## src/rtl/xferFifoPkg.sv

```systemverilog
package xferFifoPkg;
  // Strobes from the control to the byte queue.
  typedef struct packed {
    logic push;     // append one byte
    logic pop;      // drop the oldest byte
    logic clear;    // empty and zero the queue
    logic fromBus;  // push source: 1 = bus byte, 0 = software byte
  } fifoStrobeT;
endpackage

```

## src/rtl/fifoDatapath.sv

```systemverilog
module fifoDatapath
  import xferFifoPkg::*;
#(
  parameter int DEPTH  = 16,
  parameter int DATA_W = 8,
  parameter int CNT_W  = $clog2(DEPTH + 1)
) (
  input  logic              clk,
  input  logic              rstN,
  input  fifoStrobeT        strb,
  input  logic [DATA_W-1:0] busData,
  input  logic [DATA_W-1:0] cpuData,
  output logic [CNT_W-1:0]  count,
  output logic              full,
  output logic              empty,
  output logic [DATA_W-1:0] headByte
);
  localparam int PTR_W = (DEPTH > 1) ? $clog2(DEPTH) : 1;
  localparam logic [PTR_W-1:0] LAST_PTR = PTR_W'(DEPTH - 1);

  logic [DATA_W-1:0] mem [DEPTH];
  logic [PTR_W-1:0]  wrPtr, rdPtr;

  function automatic logic [PTR_W-1:0] nextPtr(input logic [PTR_W-1:0] p);
    return (p == LAST_PTR) ? '0 : p + PTR_W'(1);
  endfunction

  always_ff @(posedge clk or negedge rstN) begin
    if (!rstN) begin
      wrPtr <= '0;
      rdPtr <= '0;
      count <= '0;
      for (int i = 0; i < DEPTH; i++) mem[i] <= '0;
    end else if (strb.clear) begin
      wrPtr <= '0;
      rdPtr <= '0;
      count <= '0;
      for (int i = 0; i < DEPTH; i++) mem[i] <= '0;
    end else begin
      if (strb.push) begin
        mem[wrPtr] <= strb.fromBus ? busData : cpuData;
        wrPtr      <= nextPtr(wrPtr);
      end
      if (strb.pop) rdPtr <= nextPtr(rdPtr);
      count <= count + CNT_W'(strb.push) - CNT_W'(strb.pop);
    end
  end

  assign full     = (count == CNT_W'(DEPTH));
  assign empty    = (count == '0);
  assign headByte = empty ? '0 : mem[rdPtr];
endmodule

```

## src/rtl/xferCtrl.sv

```systemverilog
module xferCtrl
  import xferFifoPkg::*;
#(
  parameter int DEPTH  = 16,
  parameter int SIZE_W = 8,
  parameter int CNT_W  = $clog2(DEPTH + 1)
) (
  input  logic              clk,
  input  logic              rstN,
  input  logic              rxMode,
  input  logic              holdEn,
  input  logic              clrFifo,
  input  logic              sizeLoad,
  input  logic [SIZE_W-1:0] sizeIn,
  input  logic              cpuPush,
  input  logic              cpuPop,
  input  logic              busByteDone,
  input  logic [CNT_W-1:0]  count,
  input  logic              full,
  input  logic              empty,
  output fifoStrobeT        strb,
  output logic [SIZE_W-1:0] xferSize,
  output logic              nackLast,
  output logic              stretch,
  output logic              rxValid,
  output logic              dataEvt,
  output logic              compEvt,
  output logic              ovfEvt,
  output logic              unfEvt
);
  localparam logic [CNT_W-1:0] THRESH = CNT_W'(DEPTH - 2);

  logic [SIZE_W-1:0] sizeReg;
  logic              acceptRx, pushReq, popReq, lastRx;
  logic [CNT_W-1:0]  nextCount;

  always_comb begin
    lastRx       = (sizeReg == SIZE_W'(1));
    acceptRx     = rxMode && busByteDone && !sizeLoad && (sizeReg != '0) && !clrFifo;
    pushReq      = rxMode ? acceptRx : (cpuPush && !clrFifo);
    popReq       = !clrFifo && (rxMode ? cpuPop : busByteDone);
    strb.push    = pushReq && !full;
    strb.pop     = popReq && !empty;
    strb.clear   = clrFifo;
    strb.fromBus = rxMode;
    nextCount    = count + CNT_W'(strb.push) - CNT_W'(strb.pop);
  end

  always_ff @(posedge clk or negedge rstN) begin
    if (!rstN) begin
      sizeReg <= '0;
      dataEvt <= 1'b0;
      compEvt <= 1'b0;
      ovfEvt  <= 1'b0;
      unfEvt  <= 1'b0;
    end else begin
      if (!clrFifo && rxMode && sizeLoad) sizeReg <= sizeIn;
      else if (acceptRx)                  sizeReg <= sizeReg - SIZE_W'(1);
      dataEvt <= !clrFifo && (nextCount == THRESH) && (count != THRESH);
      compEvt <= rxMode ? (acceptRx && lastRx)
                        : (strb.pop && !strb.push && (count == CNT_W'(1)));
      ovfEvt  <= pushReq && full;
      unfEvt  <= popReq && rxMode && empty;
    end
  end

  assign xferSize = rxMode ? sizeReg : SIZE_W'(count);
  assign nackLast = rxMode && lastRx;
  assign stretch  = holdEn && (rxMode ? (full && (sizeReg != '0)) : empty);
  assign rxValid  = rxMode && !empty;
endmodule

```

## src/rtl/xferFifoCtl.sv

```systemverilog
module xferFifoCtl
  import xferFifoPkg::*;
#(
  parameter int DEPTH  = 16,
  parameter int DATA_W = 8,
  parameter int SIZE_W = 8
) (
  input  logic              clk,
  input  logic              rstN,
  input  logic              rxMode,
  input  logic              holdEn,
  input  logic              clrFifo,
  input  logic              sizeLoad,
  input  logic [SIZE_W-1:0] sizeIn,
  input  logic              cpuPush,
  input  logic [DATA_W-1:0] cpuData,
  input  logic              cpuPop,
  input  logic              busByteDone,
  input  logic [DATA_W-1:0] busRxData,
  output logic [DATA_W-1:0] headByte,
  output logic [SIZE_W-1:0] xferSize,
  output logic              rxValid,
  output logic              nackLast,
  output logic              stretch,
  output logic              dataEvt,
  output logic              compEvt,
  output logic              ovfEvt,
  output logic              unfEvt
);
  localparam int CNT_W = $clog2(DEPTH + 1);

  fifoStrobeT       strb;
  logic [CNT_W-1:0] count;
  logic             full, empty;

  xferCtrl #(.DEPTH(DEPTH), .SIZE_W(SIZE_W), .CNT_W(CNT_W)) u_ctrl (
    .clk, .rstN, .rxMode, .holdEn, .clrFifo, .sizeLoad, .sizeIn,
    .cpuPush, .cpuPop, .busByteDone, .count, .full, .empty,
    .strb, .xferSize, .nackLast, .stretch, .rxValid,
    .dataEvt, .compEvt, .ovfEvt, .unfEvt
  );

  fifoDatapath #(.DEPTH(DEPTH), .DATA_W(DATA_W), .CNT_W(CNT_W)) u_data (
    .clk, .rstN, .strb, .busData(busRxData), .cpuData,
    .count, .full, .empty, .headByte
  );
endmodule

```

## config.mk

```make
export PLATFORM = sky130hd
export DESIGN_NAME = xferFifoCtl
export DESIGN_NICKNAME = d
export VERILOG_FILES = /design/src/rtl/xferFifoPkg.sv /design/src/rtl/fifoDatapath.sv /design/src/rtl/xferCtrl.sv /design/src/rtl/xferFifoCtl.sv
export SDC_FILE = /design/constraint.sdc
export NUM_CORES = 1
export LEC_CHECK = 0
export BUFFER_PORTS_ARGS = -buffer_cell sky130_fd_sc_hd__buf_2
export CORE_MARGIN = 4
export CORE_UTILIZATION = 50
export DETAILED_ROUTE_END_ITERATION = 10
export PLACE_DENSITY = 0.71
export SKIP_LAST_GASP = 1
export SLEW_MARGIN = 20
export SYNTH_ARGS = -nofsm -noshare
export SYNTH_HDL_FRONTEND = slang
export SYNTH_HIERARCHICAL = 1
export SYNTH_SLANG_ARGS = --single-unit
```

## constraint.sdc

```tcl
create_clock -name clk -period 3.3 [get_ports clk]
set_input_delay 0.165 -clock clk [delete_from_list [all_inputs] [get_ports clk]]
set_output_delay 0.165 -clock clk [all_outputs]
set_load 0.05 [all_outputs]
```

# After elaboration in Yosys (flattened, before gate mapping)
# Cells that the tools add are included.
# op_classes
bitwise	2
n_reduce_logical	33
n_eq_ne	7
order_cmp	3
n_addsub	5
muxes	24
# op_table
op	count
2-to-1 mux 128 bit	2
bitwise mux 128 bit	1
2-to-1 mux 8 bit	8
binary-select mux 8 bit (select 4 bit)	1
demux 8 bit (select 4 bit)	1
2-to-1 mux 4 bit	6
logical AND 1 bit	23
>= comparator 5 bit (second input constant)	2
inverter 4 -> 5 bit	2
adder 4 x 1 -> 4 bit (second input constant)	2
equality test 4 bit (second input constant)	2
equality test 8 x 1 -> 1 bit (second input constant)	1
nonzero test 8 bit	1
subtractor 8 x 1 -> 8 bit (second input constant)	1
nonzero test 2 bit	3
adder 5 x 1 -> 5 bit	1
equality test 5 x 1 -> 1 bit (second input constant)	1
equality test 5 x 4 -> 1 bit (second input constant)	1
equality test 5 bit (second input constant)	1
zero test 1 bit	5
zero test 5 bit	1
< comparator 5 x 1 -> 1 bit (second input constant)	1
2-to-1 mux 5 bit	1
!= test 5 x 4 -> 1 bit (second input constant)	1
other kinds (2)	5
# word_totals
out_inout_bits	23
reg_bits	153
word_cells	98
in_bits	33

# Depth between registers and ports, before layout
# Gate-level depths: netlist of the first run.
# depth
word_depth	11
depth_mapped	13

# Cells and area by module
# Netlist of the first run, hierarchy kept.
# modules_own_cells
mod	instances	cells_each	seq_area_each_um2	area_each_um2
fifoDatapath	1	620	3528.4	7173.1
xferCtrl	1	121	300.3	1044.8

# Worst setup path before layout of the first run
# OpenSTA, ideal clock, no wires.
# synth_timing
kind	register to register
from	register u_data.count[2]
to	register u_ctrl.dataEvt
arrival_ps	3172
path_buffers	0
synth_period_minus_slack_ps	3273
setup_slack_ps	27
setup_ps	101
required_ps	3199
path_stages_with_launch	13
path_cell_list	dfrtp_1 > inv_1 > ha_1 > nor4b_2 > nor3_1 > ha_1 > inv_1 > ha_1 > inv_1 > fa_1 > xor2_1 > or4_1 > nor4_1
# synth_lines
item	line_no	text
start, declared	fifoDatapath.sv:13	output logic [CNT_W-1:0] count,
start signal, assigned	fifoDatapath.sv:45	count <= count + CNT_W'(strb.push) - CNT_W'(strb.pop);
end signal, assigned	xferCtrl.sv:59	dataEvt <= !clrFifo && (nextCount == THRESH) && (count != THRESH);
end, declared	xferCtrl.sv:26	output logic dataEvt,

==> results.py, run 1 <==
metrics = {
    "power": {
        "power_switching_share": 0.3176,
        "clkPwrFrac": 0.369,
        "ir_drop_mv": 0.3503,
        "fin_total_pwr_mw": 5.082,
        "power_frac_seq": 0.399,
        "p_int_mw": 3.468,
        "power_frac_comb": 0.231,
        "p_sw_mw": 1.614,
        "leakage_nw": 3.999,
        "p_per_area_mw_per_mm2": 554.0,
    },
    "synthesis": {
        "synth_cells": 741,
        "netlist_top_cells_count": "153 x dfrtp_1, 125 x nand3b_1, 122 x o21ai_0",
        "syn_nets": 796,
        "synth_edf_count": 0,
        "synth_most_common_cell": "dfrtp_1",
        "syn_area_mm2": 0.008218,
        "synth_cell_types": 59,
        "yosysTopAreaCell": "dfrtp_1",
        "synth-adder-area-share": 0.03532,
        "synth.area.mux_share": 0.1250,
        "synth_top_family_by_area": "simple AND/OR/NAND/NOR gates",
        "synth_simple_gate_area_frac": 0.1798,
        "synth_compound_area_frac": 0.1223,
        "ys_warn_count": 6,
        "ys_seq_elements": 153,
        "async_flop_share": 1.000,
        "post_synth.cell_area_avg_um2": 11.09,
        "ys_seq_area_frac": 0.4659,
        "synth_ff_type": "dfrtp_1",
        "synth_area_leaders": "dfrtp_1 47%, nand3b_1 11%, o21ai_0 7.4%",
        "synth_top_cell_area_share": 0.4659,
        "synth_xor_area_frac": 0.01386,
    },
    "clock_tree": {
        "cts_tree": "yes",
        "clk_latency_ps": 420,
        "cts.clk_slew.worst_paths_ps": 60,
        "clock_path_buffers": 2,
        "cts-root-buf": "clkbuf_16",
        "cts_num_sinks": 153,
        "h-tree-depth": 4,
        "cts_buffers": 17,
    },
    "drt": {
        "drt_wl_total_um": 19640,
        "firstDrtPassIters": 7,
        "antenna_left": 0,
        "drc_errors": 0,
        "drt_iter0_drc": 536,
        "vias": 6025,
        "wire_per_inst_um": 19.80,
        "via_per_inst": 6.074,
    },
    "sta": {
        "maxSlewViolCount": 0,
        "fin_skew_ps": 9.362,
        "setup-tns-final_ps": 0,
        "fin_crit_sh": 0.9421,
        "setup_viol": 0,
        "rsz0062_at_grt": "no",
        "worstMarginPinSlew_ps": 972.9,
        "slew_headroom": 0.3514,
        "whs_ps": 20.63,
        "fmax_mhz": 321.7,
        "hold_viol": 0,
        "period_minus_slack_ps": 3109,
    },
    "placed_design": {
        "dp_hpwl_um": 12770,
        "port-buffer-count": 55,
        "gp_congestion": 0.8568,
        "placedCellCount": 954,
        "placed_cell_area_mm2": 0.008504,
    },
    "floorplanning": {
        "rows": 46,
        "die_w_um": 136.2,
        "coreArea_mm2": 0.01600,
        "io_pins": 56,
        "die_area_mm2": 0.01855,
        "initial_core_util": 0.5136,
        "die_y_um": 136.2,
    },
    "critical_path": {
        "cp_max_fo": 5,
        "ff2ff_setup_slack_ps": 190,
        "end_kind": "register",
        "crit_type": "reg -> reg",
        "crit_arrival_ps": 3440,
        "cp.required_ps": 3630,
        "cpPeakStageDelay_ps": 530,
        "worstPathCellList": "inv_1 > ha_1 > or4b_4 > o21ai_4 > a21oi_2 > ha_1 > inv_1 > fa_1 > or4_1 > nor4_2",
        "cpMaxStageDelayCell": "or4b_4",
        "start_kind": "register",
    },
    "final_layout": {
        "insertedDiodeCount": 0,
        "syn_to_final_growth_pct": 11.63,
        "fin_cells": 992,
        "multi_input_area_mm2": 0.003936,
        "nFillCells": 1376,
        "layout-drive-gt1-share": 0.1662,
        "final_nets": 819,
        "final-seq-area_mm2": 0.003830,
        "design_area_mm2": 0.009174,
    },
    "grt": {
        "antenna_found_initial": 0,
        "track_usage": 0.2187,
        "grt_pass1_vias": 6047,
        "grt_start_max_net_pins": 124,
        "grt_pass1_wl_um": 31620,
        "grt_overflow": 0,
    },
    "run": {
        "drv_cap": 0,
    },
    "worst_hold_path": {
        "hold_class": "in -> reg",
    },
    "run_status": {
        "status": "completed",
    },
}
[cell families after synthesis]
logic type	count (synthesis)
AOI/OAI and AO/OA	182
xor gates and xnor gates	13
and+or+nand+nor	221
DFF	153
adders and majority gates	22
buffers and inverters	95
muxes	55
[sequential cells by signal, indices dropped and copies added, names as in the netlist]
signal,flops
u_ctrl/compEvt,1
u_ctrl/dataEvt,1
u_data/mem,128
u_ctrl/sizeReg,8
u_data/wrPtr,4
u_data/count,5
u_ctrl/unfEvt,1
u_ctrl/ovfEvt,1
u_data/rdPtr,4
[power groups by stage]
stage / clock [mW] / sequential (mW) / combinational (mW)
global placement: 0 / 2.05 / 1.09
CTS: 1.91 / 2.03 / 1.15
detailed placement: 0 / 2.06 / 1.14
floorplan: 0 / 2.05 / 0.840
finish: 1.88 / 2.03 / 1.18
global route: 1.98 / 2.04 / 1.27
[cell type report]
class	instances	area share
Timing Repair Buffer	73	0.05142
Clock buffer	19	0.04937
Tap cell	216	0.02946
Inverter	26	0.01064
Multi-Input combinational cell	493	0.4291
Clock inverter	12	0.01255
Sequential cell	153	0.4175
[critical path, delay by kind of cell (launching register included)]
kind,cells,cell delay [ps]
adders and majority gates,3,830
AOI/OAI and AO/OA,2,280
buffers and inverters,2,200
and+or+nand+nor,3,1300
DFF,1,420
[layer usage]
metal / wire length (µm) / up-vias / track usage
met4: 394 / 0 / 0.08567
li1: - / 2751 / -
met1: 8650 / 3061 / 0.2906
met2: 9547 / 183 / 0.3514
met5: 0 / - / 0
met3: 1045 / 30 / 0.04885
[worst paths after layout]
| kind | depth (start not counted) | from | endpoint |
|---|---|---|---|
| worst min-delay path | 3 | sizeIn[5] | u_ctrl/sizeReg[5] |
| min in group asynchronous | 2 | rstN | u_ctrl/sizeReg[3] |
| max in group asynchronous | 3 | rstN | u_data/mem[96] |
| worst max-delay path | 10 | u_ctrl/sizeReg[0] | u_ctrl/dataEvt |
| worst min register to register | 1 | u_data/mem[75] | u_data/mem[75] |
| worst max register to register | 10 | u_ctrl/sizeReg[0] | u_ctrl/dataEvt |
[cells in the final DEF, fill, tap and decap left out, drive strengths merged, types with 4 or more instances in the layout]
cell type      n
a21oi         14
a22o           4
a22oi          8
buf           69
clkbuf        19
dfrtp        153
dlygate4sd3    4
ha            20
inv           31
mux2i         22
mux4          32
nand2         14
nand3         15
nand3b       125
nand4          4
nor2          21
nor2b          7
o21ai        140
or2            9
or3            4
xnor2          6
xor2           7
[stage by stage]
stage	utilization	setup WS, ps
6_report	0.5734	191.1
5_1_grt	0.5734	20.52
4_1_cts	0.5695	170.1
3_5_place_dp	0.5315	191.1
3_3_place_gp	0.5315	311.3
2_1_floorplan	-	27.33
[what timing repair did]
item                                    in CTS  in global routing
setup buffers                                0                  2
endpoints found under the setup margin       0                  1
hold buffers                                 4                  0
endpoints found under the hold margin      111                  0
gates resized for setup                      0                  3
(Power assumes the default switching activity.)
==> run 2, diff against run 1 <==
Settings changed: CELL_PAD_IN_SITES_DETAIL_PLACEMENT set to 0, CELL_PAD_IN_SITES_GLOBAL_PLACEMENT set to 1, CORE_UTILIZATION 50 to 46, CTS_BUF_LIST set to sky130_fd_sc_hd__clkbuf_4, PLACE_DENSITY 0.71 to not set, PLACE_DENSITY_LB_ADDON set to 0.1.
==> results.py, run 2 (synthesis gave the netlist of run 1 again) <==
metrics = {
    "floorplanning": {
        "io_pins": 56,
        "initial_core_util": 0.4718,
        "die_w_um": 141.7,
        "die_area_mm2": 0.02007,
        "rows": 48,
        "die_y_um": 141.7,
        "coreArea_mm2": 0.01742,
    },
    "clock_tree": {
        "cts_resized": 0,
        "postCtsSetupBuffers": 0,
        "ctsHoldBuffers": 12,
        "clk_latency_ps": 550,
        "cts_buffers": 17,
        "cts_tree": "yes",
        "clock_path_buffers": 2,
        "cts.clk_slew.worst_paths_ps": 140,
        "cts-root-buf": "clkbuf_4",
        "cts_num_sinks": 153,
        "h-tree-depth": 4,
    },
    "critical_path": {
        "crit_arrival_ps": 3580,
        "ff2ff_setup_slack_ps": 180,
        "start_kind": "register",
        "crit_type": "reg -> reg",
        "end_kind": "register",
        "cp.required_ps": 3750,
        "cp_max_fo": 6,
    },
    "drt": {
        "wire_per_inst_um": 20.59,
        "via_per_inst": 5.887,
        "vias": 5958,
        "drc_errors": 0,
        "firstDrtPassIters": 5,
        "antenna_left": 0,
        "drt_wl_total_um": 20840,
        "drt_iter0_drc": 447,
    },
    "grt": {
        "grt_start_max_net_pins": 129,
        "grt_overflow": 0,
        "track_usage": 0.2154,
        "grt_pass1_wl_um": 33600,
        "grt_pass1_vias": 6091,
        "antenna_found_initial": 1,
    },
    "power": {
        "ir_drop_mv": 0.3425,
        "fin_total_pwr_mw": 4.349,
        "p_per_area_mw_per_mm2": 485.3,
        "leakage_nw": 3.901,
    },
    "final_layout": {
        "largest_register_ffs": 128,
        "syn_to_final_growth_pct": 9.029,
        "layout_common_cells": "152 x dfrtp_1, 125 x nand3b_1, 122 x o21ai_0",
        "reg_top3": "u_data/mem (128), u_ctrl/sizeReg (8), u_data/count (5)",
        "top_register": "u_data/mem",
        "fin_util": 0.5144,
        "layout_commonest_cell": "dfrtp_1",
        "final_nets": 829,
        "layout-drive-gt1-share": 0.1628,
    },
    "sta": {
        "worstMarginPinSlew_ps": 1046,
        "fin_crit_sh": 0.9470,
        "fin_skew_ps": 19.08,
        "rsz0062_at_grt": "no",
        "maxSlewViolCount": 0,
        "slew_headroom": 0.3029,
        "setup-tns-final_ps": 0,
        "hold_viol": 0,
        "setup_viol": 0,
        "period_minus_slack_ps": 3125,
        "fmax_mhz": 320.0,
    },
    "run_status": {
        "status": "completed",
    },
    "run": {
        "drv_cap": 0,
    },
    "worst_hold_path": {
        "hold_class": "in -> reg",
    },
    "placed_design": {
        "dp_hpwl_um": 13340,
        "gp_congestion": 0.7984,
        "port-buffer-count": 55,
    },
}
run 2: changes by cell type in the layout (fill, tap and decap cells not counted), sizes merged:
cell         before  now
buf              69   71
bufinv            1    2
clkbuf           19   18
clkinvlp          3    4
diode             0    1
dlygate4sd3       4   12
inv              31   30
run 2: power breakdown:
| part | internal [mW] | leakage [nW] | switching, mW | total (mW) |
|---|---|---|---|---|
| registers | 1.94 | 2.10 | 0.0961 | 2.03 |
| logic | 0.436 | 1.66 | 0.706 | 1.14 |
| clock network | 0.462 | 0.140 | 0.710 | 1.17 |
| total | 2.84 | 3.90 | 1.51 | 4.35 |
run 2: through the flow:
step	instances	hold WS, ps	setup slack [ps]	cell area (µm²)
2_1_floorplan	741	-130.6	27.33	8218
3_3_place_gp	968	309.5	314.7	8556
3_5_place_dp	968	318.5	212.5	8556
4_1_cts	1011	20.70	178.0	8957
5_1_grt	1012	31.33	25.66	8960
6_report	1012	83.85	175.0	8960
run 2: path summary, 6_finish.rpt:
check,cells past startpoint,from,end
worst max-delay path,10,u_ctrl/sizeReg[0],u_ctrl/dataEvt
worst max register to register,10,u_ctrl/sizeReg[0],u_ctrl/dataEvt
worst min register to register,1,u_data/mem[75],u_data/mem[75]
worst min-delay path,3,clrFifo,u_data/mem[0]
max in group asynchronous,3,rstN,u_data/mem[52]
min in group asynchronous,2,rstN,u_ctrl/sizeReg[4]
run 2: area by class of cell:
| class | count | area [µm²] |
|---|---|---|
| Multi-Input combinational cell | 493 | 3918 |
| Clock buffer | 18 | 135.1 |
| Clock inverter | 13 | 146.4 |
| Tap cell | 225 | 281.5 |
| Antenna cell | 1 | 2.502 |
| Inverter | 26 | 97.59 |
| Sequential cell | 153 | 3830 |
| Fill cell | 1609 | 8457 |
| Timing Repair Buffer | 83 | 549.3 |
run 2: layer usage:
layer	vias to the layer above	GRT usage	routed length [µm]
met2	116	0.3522	10100
met1	3044	0.2959	9631
li1	2778	-	-
met3	20	0.04348	772
met5	-	0	0
met4	0	0.05606	338
run 2: worst max-delay path: stages, from the launching register on:
cell     delay [ps]
dfrtp_1         440
inv_1           110
ha_1            190
or4b_4          530
o21ai_2         200
a21oi_2          90
ha_1            200
inv_1            80
fa_1            420
or4_1           510
nor4_1          270
==> run 3, diff against run 2 <==
Settings changed: CORE_UTILIZATION 46 to 45.
==> results.py, run 3 (synthesis gave the netlist of run 1 again) <==
metrics = {
    "run_status": {
        "status": "completed",
    },
    "drt": {
        "wire_per_inst_um": 20.36,
        "antenna_left": 0,
        "via_per_inst": 5.827,
        "drc_errors": 0,
        "firstDrtPassIters": 5,
        "vias": 5973,
        "drt_wl_total_um": 20860,
        "drt_iter0_drc": 363,
    },
    "power": {
        "leakage_nw": 3.949,
        "p_per_area_mw_per_mm2": 482.1,
        "ir_drop_mv": 0.2476,
    },
    "sta": {
        "worstMarginPinSlew_ps": 732.1,
        "period_minus_slack_ps": 3120,
        "rsz0062_at_grt": "no",
        "finalWorstSetupSlack_ps": 179.8,
        "setup-tns-final_ps": 0,
        "maxSlewViolCount": 0,
        "fmax_mhz": 320.5,
        "slew_headroom": 0.5120,
        "hold_viol": 0,
        "fin_crit_sh": 0.9455,
        "setup_viol": 0,
        "whs_ps": 85.47,
        "fin_skew_ps": 26.57,
    },
    "placed_design": {
        "dp_hpwl_um": 13620,
        "gp_congestion": 0.8150,
        "port-buffer-count": 55,
        "preCtsSetupSlack_ps": 180.7,
        "placedCellCount": 978,
    },
    "floorplanning": {
        "io_pins": 56,
        "die_area_mm2": 0.02049,
        "rows": 49,
        "initial_core_util": 0.4575,
        "die_w_um": 143.1,
        "die_y_um": 143.1,
        "coreArea_mm2": 0.01796,
    },
    "critical_path": {
        "cp.required_ps": 3760,
        "start_kind": "register",
        "crit_arrival_ps": 3580,
        "crit_type": "reg -> reg",
        "ff2ff_setup_slack_ps": 180,
        "end_kind": "register",
        "r2r_cells": 10,
        "cp_max_fo": 6,
    },
    "clock_tree": {
        "clk_latency_ps": 560,
        "cts-root-buf": "clkbuf_4",
        "cts_num_sinks": 153,
        "cts_buffers": 17,
        "cts.clk_slew.worst_paths_ps": 120,
        "cts_tree": "yes",
        "h-tree-depth": 4,
        "clock_path_buffers": 2,
    },
    "grt": {
        "grt_overflow": 0,
        "antenna_found_initial": 1,
        "grt_use_met3": 0.04220,
        "gr-usage-met1": 0.2997,
        "track_usage": 0.2136,
        "grt_pass1_wl_um": 33830,
        "met2_usage": 0.3467,
        "grt_start_max_net_pins": 120,
        "grt_pass1_vias": 6115,
        "grt_busiest_layer": "met2",
    },
    "run": {
        "drv_cap": 0,
    },
    "final_layout": {
        "syn_to_final_growth_pct": 9.851,
        "largest_register_ffs": 128,
        "layout_common_cells": "152 x dfrtp_1, 125 x nand3b_1, 122 x o21ai_0",
        "layout-drive-gt1-share": 0.1736,
        "fin_cells": 1025,
        "final_nets": 837,
        "top_register": "u_data/mem",
        "layout_commonest_cell": "dfrtp_1",
        "fin_util": 0.5025,
        "reg_top3": "u_data/mem (128), u_ctrl/sizeReg (8), u_data/count (5)",
    },
    "worst_hold_path": {
        "hold_class": "in -> async",
    },
}
==> run 3: worst paths after layout <==
path	from	end
min in group clk	clrFifo	u_ctrl/compEvt
hold reg to reg	u_data/mem[74]	u_data/mem[74]
max in group asynchronous	rstN	u_data/mem[125]
hold / removal	rstN	u_ctrl/sizeReg[2]
setup reg to reg	u_ctrl/sizeReg[0]	u_ctrl/dataEvt
setup / recovery	u_ctrl/sizeReg[0]	u_ctrl/dataEvt
==> run 3: cell type report <==
class	count	area, µm²
clock inverter	12	125.1
fill	1642	8936
timing repair buffer	91	609.3
tap	229	286.5
inverter	26	97.59
antenna	1	2.502
multi-input combinational	493	3926
clock buffer	20	150.1
sequential	153	3830
==> run 3: worst max-delay path, stage by stage, from the launching register on <==
cell and delay, ps:
dfrtp_1 430, inv_1 110, ha_1 190, or4b_4 530, o21ai_2 200, a21oi_2 90, ha_1 200, inv_1 80
fa_1 420, or4_1 530, nor4_2 250
==> run 3: metrics by stage <==
stage                     instance area, µm²  total power, mW
final                                   9027            4.352
after floorplan                         8218            2.893
after global placement                  8581            3.184
after global routing                    9027            4.595
after detailed placement                8581            3.209
after CTS                               8986            4.386
==> run 3: power by group <==
part / internal (mW) / switching, mW / leakage [nW]
logic: 0.446 / 0.712 / 1.69
registers: 1.94 / 0.104 / 2.10
clock network: 0.472 / 0.680 / 0.151
total: 2.86 / 1.50 / 3.95
==> run 3: what timing repair did <==
item,in CTS,in global routing
endpoints found under the hold margin,127,0
setup buffers,0,0
setup endpoints to repair,0,2
resized for setup,0,2
hold buffers,13,0
==> run 3: layer usage <==
layer | part of all wire | wire length (µm) | vias to the layer above
li1 | - | - | 2788
met3 | 0.047 | 987 | 9
met1 | 0.46 | 9619 | 3033
met2 | 0.48 | 10090 | 143
met4 | 0.0079 | 164 | 0
met5 | 0 | 0 | -
